## src/rtl/modaddr_pkg.sv

```systemverilog
package modaddr_pkg;

   localparam int unsigned OP_W = 3;

   typedef enum logic [OP_W-1:0] {
      OP_READ_A   = 3'd0,
      OP_READ_S   = 3'd1,
      OP_INC_A    = 3'd2,
      OP_DEC_A    = 3'd3,
      OP_STEP     = 3'd4,
      OP_INC_STEP = 3'd5,
      OP_STEP_REV = 3'd6,
      OP_SPARE    = 3'd7
   } modaddr_op_e;

endpackage

```

## src/rtl/modaddr_revadd.sv

```systemverilog
module modaddr_revadd #(
   parameter int unsigned AW = 16
) (
   input  logic [AW-1:0] a_i,
   input  logic [AW-1:0] b_i,
   input  logic [AW-1:0] mask_i,
   output logic [AW-1:0] sum_o
);
   logic [AW-1:0] a_m, b_m, a_r, b_r, s_r, s_n;

   assign a_m = a_i & mask_i;
   assign b_m = b_i & mask_i;

   // Mirror the operands so the field's top bit becomes the adder's low end.
   for (genvar i = 0; i < AW; i++) begin : g_mirror_in
      assign a_r[i] = a_m[AW-1-i];
      assign b_r[i] = b_m[AW-1-i];
   end

   assign s_r = a_r + b_r;

   for (genvar i = 0; i < AW; i++) begin : g_mirror_out
      assign s_n[i] = s_r[AW-1-i];
   end

   assign sum_o = s_n & mask_i;
endmodule

```

## src/rtl/modaddr_next.sv

```systemverilog
module modaddr_next
   import modaddr_pkg::*;
#(
   parameter int unsigned AW        = 16,
   parameter bit          BITREV_EN = 1'b1
) (
   input  logic [AW-1:0] ptr_i,
   input  logic [AW-1:0] step_i,
   input  logic [AW-1:0] mask_i,
   input  modaddr_op_e   op_i,
   output logic [AW-1:0] ptr_nxt_o,
   output logic          ptr_we_o,
   output logic [AW-1:0] step_nxt_o,
   output logic          step_we_o
);
   localparam logic [AW-1:0] ONE = AW'(1);

   logic [AW-1:0] lin_raw;
   logic [AW-1:0] rev_raw;
   logic [AW-1:0] field_raw;

   always_comb begin
      unique case (op_i)
         OP_INC_A: lin_raw = ptr_i + ONE;
         OP_DEC_A: lin_raw = ptr_i - ONE;
         OP_STEP:  lin_raw = ptr_i + step_i;
         default:  lin_raw = ptr_i;
      endcase
   end

   if (BITREV_EN) begin : g_rev
      modaddr_revadd #(.AW(AW)) revadd_i (
         .a_i   (ptr_i),
         .b_i   (step_i),
         .mask_i(mask_i),
         .sum_o (rev_raw)
      );
   end else begin : g_norev
      assign rev_raw = ptr_i;
   end

   assign field_raw = (op_i == OP_STEP_REV) ? rev_raw : lin_raw;

   // Upper bits keep the ring base; only the masked field takes the new value.
   assign ptr_nxt_o = (ptr_i & ~mask_i) | (field_raw & mask_i);

   always_comb begin
      unique case (op_i)
         OP_INC_A, OP_DEC_A, OP_STEP: ptr_we_o = 1'b1;
         OP_STEP_REV:                 ptr_we_o = BITREV_EN;
         default:                     ptr_we_o = 1'b0;
      endcase
   end

   assign step_nxt_o = step_i + ONE;
   assign step_we_o  = (op_i == OP_INC_STEP);
endmodule

```

## src/rtl/modaddr_regs.sv

```systemverilog
module modaddr_regs #(
   parameter int unsigned AW = 16
) (
   input  logic          clk_i,
   input  logic          rst_ni,
   input  logic          ld_ptr_i,
   input  logic          ld_step_i,
   input  logic          ld_mask_i,
   input  logic [AW-1:0] ld_data_i,
   input  logic          ptr_we_i,
   input  logic [AW-1:0] ptr_nxt_i,
   input  logic          step_we_i,
   input  logic [AW-1:0] step_nxt_i,
   output logic [AW-1:0] ptr_q_o,
   output logic [AW-1:0] step_q_o,
   output logic [AW-1:0] mask_q_o
);
   logic any_ld;
   assign any_ld = ld_ptr_i | ld_step_i | ld_mask_i;

   always_ff @(posedge clk_i or negedge rst_ni) begin
      if (!rst_ni) begin
         ptr_q_o  <= '0;
         step_q_o <= '0;
         mask_q_o <= '1;
      end else begin
         if (ld_ptr_i)                   ptr_q_o  <= ld_data_i;
         else if (!any_ld && ptr_we_i)   ptr_q_o  <= ptr_nxt_i;
         if (ld_step_i)                  step_q_o <= ld_data_i;
         else if (!any_ld && step_we_i)  step_q_o <= step_nxt_i;
         if (ld_mask_i)                  mask_q_o <= ld_data_i;
      end
   end
endmodule

```

## src/rtl/modaddr_unit.sv

```systemverilog
module modaddr_unit
   import modaddr_pkg::*;
#(
   parameter int unsigned AW        = 16,
   parameter bit          BITREV_EN = 1'b1
) (
   input  logic            clk_i,
   input  logic            rst_ni,
   input  logic            ld_ptr_i,
   input  logic            ld_step_i,
   input  logic            ld_mask_i,
   input  logic [AW-1:0]   ld_data_i,
   input  logic [OP_W-1:0] op_i,
   output logic [AW-1:0]   addr_o
);
   if (AW < 2 || AW > 32) begin : g_bad_aw
      $error("modaddr_unit: AW must lie in 2..32");
   end

   modaddr_op_e   op;
   logic [AW-1:0] ptr_q, step_q, mask_q;
   logic [AW-1:0] ptr_nxt, step_nxt;
   logic          ptr_we, step_we;

   assign op = modaddr_op_e'(op_i);

   modaddr_next #(.AW(AW), .BITREV_EN(BITREV_EN)) next_i (
      .ptr_i     (ptr_q),
      .step_i    (step_q),
      .mask_i    (mask_q),
      .op_i      (op),
      .ptr_nxt_o (ptr_nxt),
      .ptr_we_o  (ptr_we),
      .step_nxt_o(step_nxt),
      .step_we_o (step_we)
   );

   modaddr_regs #(.AW(AW)) regs_i (
      .clk_i     (clk_i),
      .rst_ni    (rst_ni),
      .ld_ptr_i  (ld_ptr_i),
      .ld_step_i (ld_step_i),
      .ld_mask_i (ld_mask_i),
      .ld_data_i (ld_data_i),
      .ptr_we_i  (ptr_we),
      .ptr_nxt_i (ptr_nxt),
      .step_we_i (step_we),
      .step_nxt_i(step_nxt),
      .ptr_q_o   (ptr_q),
      .step_q_o  (step_q),
      .mask_q_o  (mask_q)
   );

   assign addr_o = (op == OP_READ_S) ? step_q : ptr_q;
endmodule

```

## config.mk

```make
export PLATFORM = sky130hd
export DESIGN_NAME = modaddr_unit
export DESIGN_NICKNAME = d
export VERILOG_FILES = /design/src/rtl/modaddr_pkg.sv /design/src/rtl/modaddr_revadd.sv /design/src/rtl/modaddr_next.sv /design/src/rtl/modaddr_regs.sv /design/src/rtl/modaddr_unit.sv
export SDC_FILE = /design/constraint.sdc
export NUM_CORES = 1
export LEC_CHECK = 0
export CORE_MARGIN = 2
export CORE_UTILIZATION = 45
export CTS_BUF_LIST = sky130_fd_sc_hd__clkbuf_4 sky130_fd_sc_hd__clkbuf_8 sky130_fd_sc_hd__clkbuf_16
export DETAILED_ROUTE_END_ITERATION = 6
export GPL_TIMING_DRIVEN = 0
export SETUP_SLACK_MARGIN = 0.1
export SLEW_MARGIN = 25
export SYNTH_ARGS = -nofsm -noshare
export SYNTH_HDL_FRONTEND = slang
export SYNTH_HIERARCHICAL = 1
export SYNTH_SLANG_ARGS = --single-unit
export TNS_END_PERCENT = 50
```

## constraint.sdc

```tcl
create_clock -name clk_i -period 6.12 [get_ports clk_i]
set_input_delay 1.53 -clock clk_i [delete_from_list [all_inputs] [get_ports clk_i]]
set_output_delay 1.53 -clock clk_i [all_outputs]
set_load 0.01 [all_outputs]
```

# ---- After elaboration in Yosys (flattened, before gate mapping)
# Cells that the tools add are included.
dict set report totals {
  regBits 48
  in_bits 24
  output_inout_bits 16
}
dict set report op_classes {
  add_sub_neg 5
  n_eq_ne 6
  mux 8
  bitwise 9
  reduce_logical 6
}
# op n
set ops {}
lappend ops {{two-way mux 16 bit} 6}
lappend ops {{bitwise AND 16 bit} 5}
lappend ops {{case mux 16 bit (3 select lines)} 1}
lappend ops {{adder 16 x 1 -> 16 bit, second input constant} 2}
lappend ops {{adder 16 bit} 2}
lappend ops {{NOT 16 bit} 1}
lappend ops {{OR 16 bit} 1}
lappend ops {{subtractor 16 x 1 -> 16 bit, second input constant} 1}
lappend ops {{== test 3 bit, second input constant} 3}
lappend ops {{== test 3 x 2 -> 1 bit, second input constant} 2}
lappend ops {{nonzero test 2 bit} 2}
lappend ops {{OR reduction 4 bit} 1}
lappend ops {{== test 3 x 1 -> 1 bit, second input constant} 1}
lappend ops {{logical AND 1 bit} 2}
lappend ops {{OR 1 bit} 2}
lappend ops {{zero test 1 bit} 1}
lappend ops {{two-way mux 1 bit} 1}

# ---- Depth between registers and ports, before layout
dict set report depth {
  ltp_word 8
  depth_mapped 14
}

# ---- By module
# The synthesis kept the hierarchy.
# module instances cells_per_inst area_per_inst_um2 seq_area_each_um2
set modules_own_cells {}
lappend modules_own_cells {modaddr_regs 1 182 2138.3 1221.2}
lappend modules_own_cells {modaddr_next 1 283 1846.8 0.0}
lappend modules_own_cells {modaddr_revadd 1 156 1067.3 0.0}
lappend modules_own_cells {modaddr_unit 1 18 214.0 0.0}

# ---- Worst setup path after synthesis
# No wires, ideal clock.
dict set report synth_path {
  path_kind {in2reg}
  startpoint {in op_i[2]}
  endpoint {reg regs_i.ptr_q_o[13]}
  arrival_time_ps 4156
  required_time_ps 6042
  slack_ps 1886
  path_stages 13
  n_path_buf 2
  path_cell_list {buf_4 nand2b_1 nor2_1 clkbuf_1 a21o_1 ha_1 a21oi_2 o21ai_1 or4_1 o211a_1 nor3_1 mux2i_1 a21oi_1}
}
dict set report synth_between {
  elab_chain_cells 7
  word_cells_on_any_way 14
  classes_between {eq/ne: 4; mux: 5; bitwise: 2; reduce/logical: 3}
}
# item line_no
set synth_lines {}
lappend synth_lines {{from (decl)} modaddr_unit.sv:13} ;# input logic [OP_W-1:0] op_i,
lappend synth_lines {{== test 3 bit / == test 3 x 2 -> 1 bit (equally long branches)} modaddr_next.sv:23} ;# unique case (op_i)
lappend synth_lines {{case mux 16 bit (3 select lines)} modaddr_next.sv:23}
lappend synth_lines {{two-way mux 16 bit *} modaddr_next.sv:42} ;# assign field_raw = (op_i == OP_STEP_REV) ? rev_raw : lin_raw;
lappend synth_lines {{bitwise AND 16 bit *} modaddr_next.sv:45} ;# assign ptr_nxt_o = (ptr_i & ~mask_i) | (field_raw & mask_i);
lappend synth_lines {{OR 16 bit *} modaddr_next.sv:45}
lappend synth_lines {{net ptr_nxt[13]} modaddr_unit.sv:22} ;# logic [AW-1:0] ptr_nxt, step_nxt;
lappend synth_lines {{two-way mux 16 bit *} modaddr_regs.sv:28} ;# else if (!any_ld && ptr_we_i) ptr_q_o <= ptr_nxt_i;
lappend synth_lines {{two-way mux 16 bit *} modaddr_regs.sv:27} ;# if (ld_ptr_i) ptr_q_o <= ld_data_i;
lappend synth_lines {{to (signal assigned)} modaddr_regs.sv:27}
lappend synth_lines {{to (signal assigned)} modaddr_regs.sv:28}
lappend synth_lines {{to (decl)} modaddr_regs.sv:14} ;# output logic [AW-1:0] ptr_q_o,
# The timed path passes the listed nets; every way through them passes the cells marked *. The select of a mux whose other input is x is not followed.
# A chain may end at the register's enable or synchronous reset.

# ---- Worst setup path after layout
dict set report layout_path {
  startpoint {in op_i[0]}
  endpoint {out addr_o[6]}
}
dict set report layout_between {
  elab_chain_cells 2
}
# item line_no
set layout_lines {}
lappend layout_lines {{== test 3 x 1 -> 1 bit} modaddr_unit.sv:54} ;# assign addr_o = (op == OP_READ_S) ? step_q : ptr_q;
lappend layout_lines {{two-way mux 16 bit} modaddr_unit.sv:54}
lappend layout_lines {{to (decl)} modaddr_unit.sv:14} ;# output logic [AW-1:0] addr_o
# Every way passes these cells.

==> run metrics <==
Final setup viols=0; design area=0.00596 sq mm; part of the power in registers=0.342; vias per cell=6.03; Syn. warnings=6; gpl congestion=0.897; Worst Path Required=4590 ps; port bufs=38; final WL=16.4 mm; Min-Delay Startpoint=regs_i/mask_q_o[0]; routed vias=4989; Overall Power=1280 uW; Register-to-Register Setup Slack=2680 ps; worst hold margin=648 ps; Clock Latency Late Sink=290 ps; global-route wire length before repair=26.2 mm; Mapped Nets=696; Final min period=5340 ps; multi-input logic area=0.00380 sq mm; Die ar.=0.0126 sq mm; RSZ-0062 raised after global routing=no; Post-synth EDFFs=0; H-tree depth=2; Die Ht=112 um; root buf cell=clkbuf_16; vias in the first global route=4948; Core ar.=0.0114 sq mm; dpl cell area=0.00582 sq mm; Fin Clk Skew=3.30 ps; CP arrival=3810 ps; Setup Fix Bufs, Post-CTS=0; critical path class=in2out; Register-to-Register Path Depth=13; Worst setup SP type=primary input; layout cell share with drive strength beyond 1=0.127; setup TNS=0 ps; Yosys top cell by area=dfrtp_1; Seq cells post-synth=48; CTS tree=yes; Peak VDD IR=160 uV; Avg Cell Area, Syn=8.24 sq um; Final ANT Viol Nets=0; CTS Hold Buffers Added=0; Hold Fails Final Rpt=0; Avg WL per Cell=19.8 um; Remaining DRCs=0; cells after synthesis=639; # fillers=1097; Die W=112 um; Comb power frac=0.450; Yosys cell types=71; clock buffer count from CTS=5; Max-slew headroom=0.593; Hold Path End=regs_i/mask_q_o[0]; Critical Path End Type=primary output; Starting Density=0.461; All-Layer GR Usage=0.260; clk sinks=48; fin crit share=0.872; post-synth top area share=0.152; WHS Path Cells=1; Nets=741; r2r endpoint=regs_i/ptr_q_o[9]; Seq/Total Area, Yosys=0.232; total grt overflow=0; Reg2Reg Launch Point=regs_i/mask_q_o[15]; Net Sw Frac=0.389; area grow syn2layout=13.2%; Least-Margin Pin Slew=601 ps; # IOs=40; num rows=39; max-slew violations=0; PD cells=215 mW/mm^2; type of the tightest min-delay check=reg2reg; clk slew on worst S/H paths=60 ps; status=finished, final reports clean; fmax=187 MHz; Leak=0.00253 uW; # diodes=0; cell area after synthesis=0.00527 sq mm; synth top area cells=dfrtp_1 (15%), a21oi_1 (8.6%), dfstp_2 (8.0%), ha_1 (7.4%), mux2_2 (7.3%); initial DRC count=325; CTS resizes=0; register area=0.00122 sq mm; final core occ=0.522; HPWL Detailed=13.2 mm; largest net degree at the start of global routing=49; drt pass-1 iters=5; Power Internal=785 uW; CTS Buffer Depth=2; initial antenna violation count=0; maximum fanout along the worst path=10; switching power=499 uW; MaxCap Viol Count=0; Async S/R FF share, synth=1.00; clock power share=0.208; ys flop type=dfrtp_1
[final cells by class]
cell class / count / share of cell area
flip-flops and latches: 48 / 0.205
inverters: 26 / 0.0164
clock buffers: 6 / 0.0223
plain buffers: 26 / 0.0241
multi-input cells: 539 / 0.638
repair buffers: 38 / 0.0634
well taps: 143 / 0.0300
clock inverters: 1 / 0.000840
[stage by stage]
stage          worst slack [ps]  std cells
3_5_place_dp                633        820
5_1_grt                     671        827
3_3_place_gp                666        820
2_1_floorplan              1890        639
6_report                    784        827
4_1_cts                     803        827
[power by group through the flow]
| stage | logic (uW) | clock network [uW] | registers [uW] |
|---|---|---|---|
| after floorplan | 416 | 0 | 408 |
| after global placement | 560 | 0 | 441 |
| after detailed placement | 569 | 0 | 442 |
| after CTS | 574 | 272 | 436 |
| after global routing | 641 | 284 | 446 |
| final | 578 | 267 | 440 |
[layer usage]
metal  routed length (um)  up-vias  global-route usage
met5                    0        -                   0
met4                  173        0              0.0642
met3                  908       16              0.0259
met2                 7530      165               0.423
met1                 7770     2368               0.371
li1                     -     2440                   -
[cells in the mapped netlist, types with 3 or more instances]
library cell / n
a21oi_1: 90
nand2_1: 58
and2_1: 39
mux2_2: 34
dfrtp_1: 32
ha_1: 31
inv_1: 26
nand2b_1: 25
nor2b_1: 21
xnor2_1: 21
a21o_1: 20
o21ai_0: 18
dfstp_2: 16
nor2_1: 16
nand3_1: 15
nor3_1: 14
clkbuf_1: 12
mux2i_1: 11
o32ai_1: 11
and3_1: 10
o21a_1: 9
a211oi_1: 8
o221a_1: 8
buf_2: 7
o211ai_1: 6
xor2_1: 6
a31oi_1: 4
nand4_1: 4
o221a_2: 4
a41oi_1: 3
buf_4: 3
nor3b_1: 3
o211a_1: 3
[worst max-delay path, stage by stage]
cell             delay (ps)
clkdlybuf4s50_1         630
nor3b_4                 570
buf_8                   220
mux2_2                  360
clkdlybuf4s50_1         490
[worst max path at each step]
stage | startpoint | to | cells past startpoint
after global routing | op_i[2] | regs_i/ptr_q_o[13] | 14
after global placement | op_i[2] | regs_i/ptr_q_o[13] | 14
after detailed placement | op_i[2] | regs_i/ptr_q_o[13] | 14
after CTS | op_i[0] | addr_o[6] | 5
after floorplan | op_i[2] | regs_i/ptr_q_o[13] | 13
final | op_i[0] | addr_o[6] | 5
[state kept, by name (all words and copies together) (netlist names)]
register / count
regs_i/mask_q_o: 16
regs_i/step_q_o: 16
regs_i/ptr_q_o: 16
[logic make-up after synthesis]
logic type,count (synthesis),share of synthesized area
AOI/OAI and AO/OA,209,0.265
xor gates and xnor gates,27,0.0449
adders and majority gates,33,0.0813
buffers and inverters,52,0.0459
DFF,48,0.232
muxes,45,0.0936
and+or+nand+nor,225,0.238
[cell usage in the layout (no fill, tap or decap), types with 3 or more instances in the layout]
cell	n
a21oi_1	90
nand2_1	58
and2_1	39
clkdlybuf4s50_1	37
mux2_2	34
dfrtp_1	32
ha_1	31
inv_1	26
nand2b_1	25
xnor2_1	21
nor2b_1	21
a21o_1	20
o21ai_0	18
nor2_1	16
dfstp_2	16
nand3_1	15
nor3_1	14
clkbuf_1	12
mux2i_1	11
o32ai_1	11
and3_1	10
o21a_1	9
a211oi_1	8
o221a_1	8
buf_2	7
xor2_1	6
o211ai_1	6
clkbuf_16	5
buf_4	4
nand4_1	4
a31oi_1	4
o221a_2	4
nor3b_1	3
a41oi_1	3
o211a_1	3
Power figures use the tool's default switching activity.
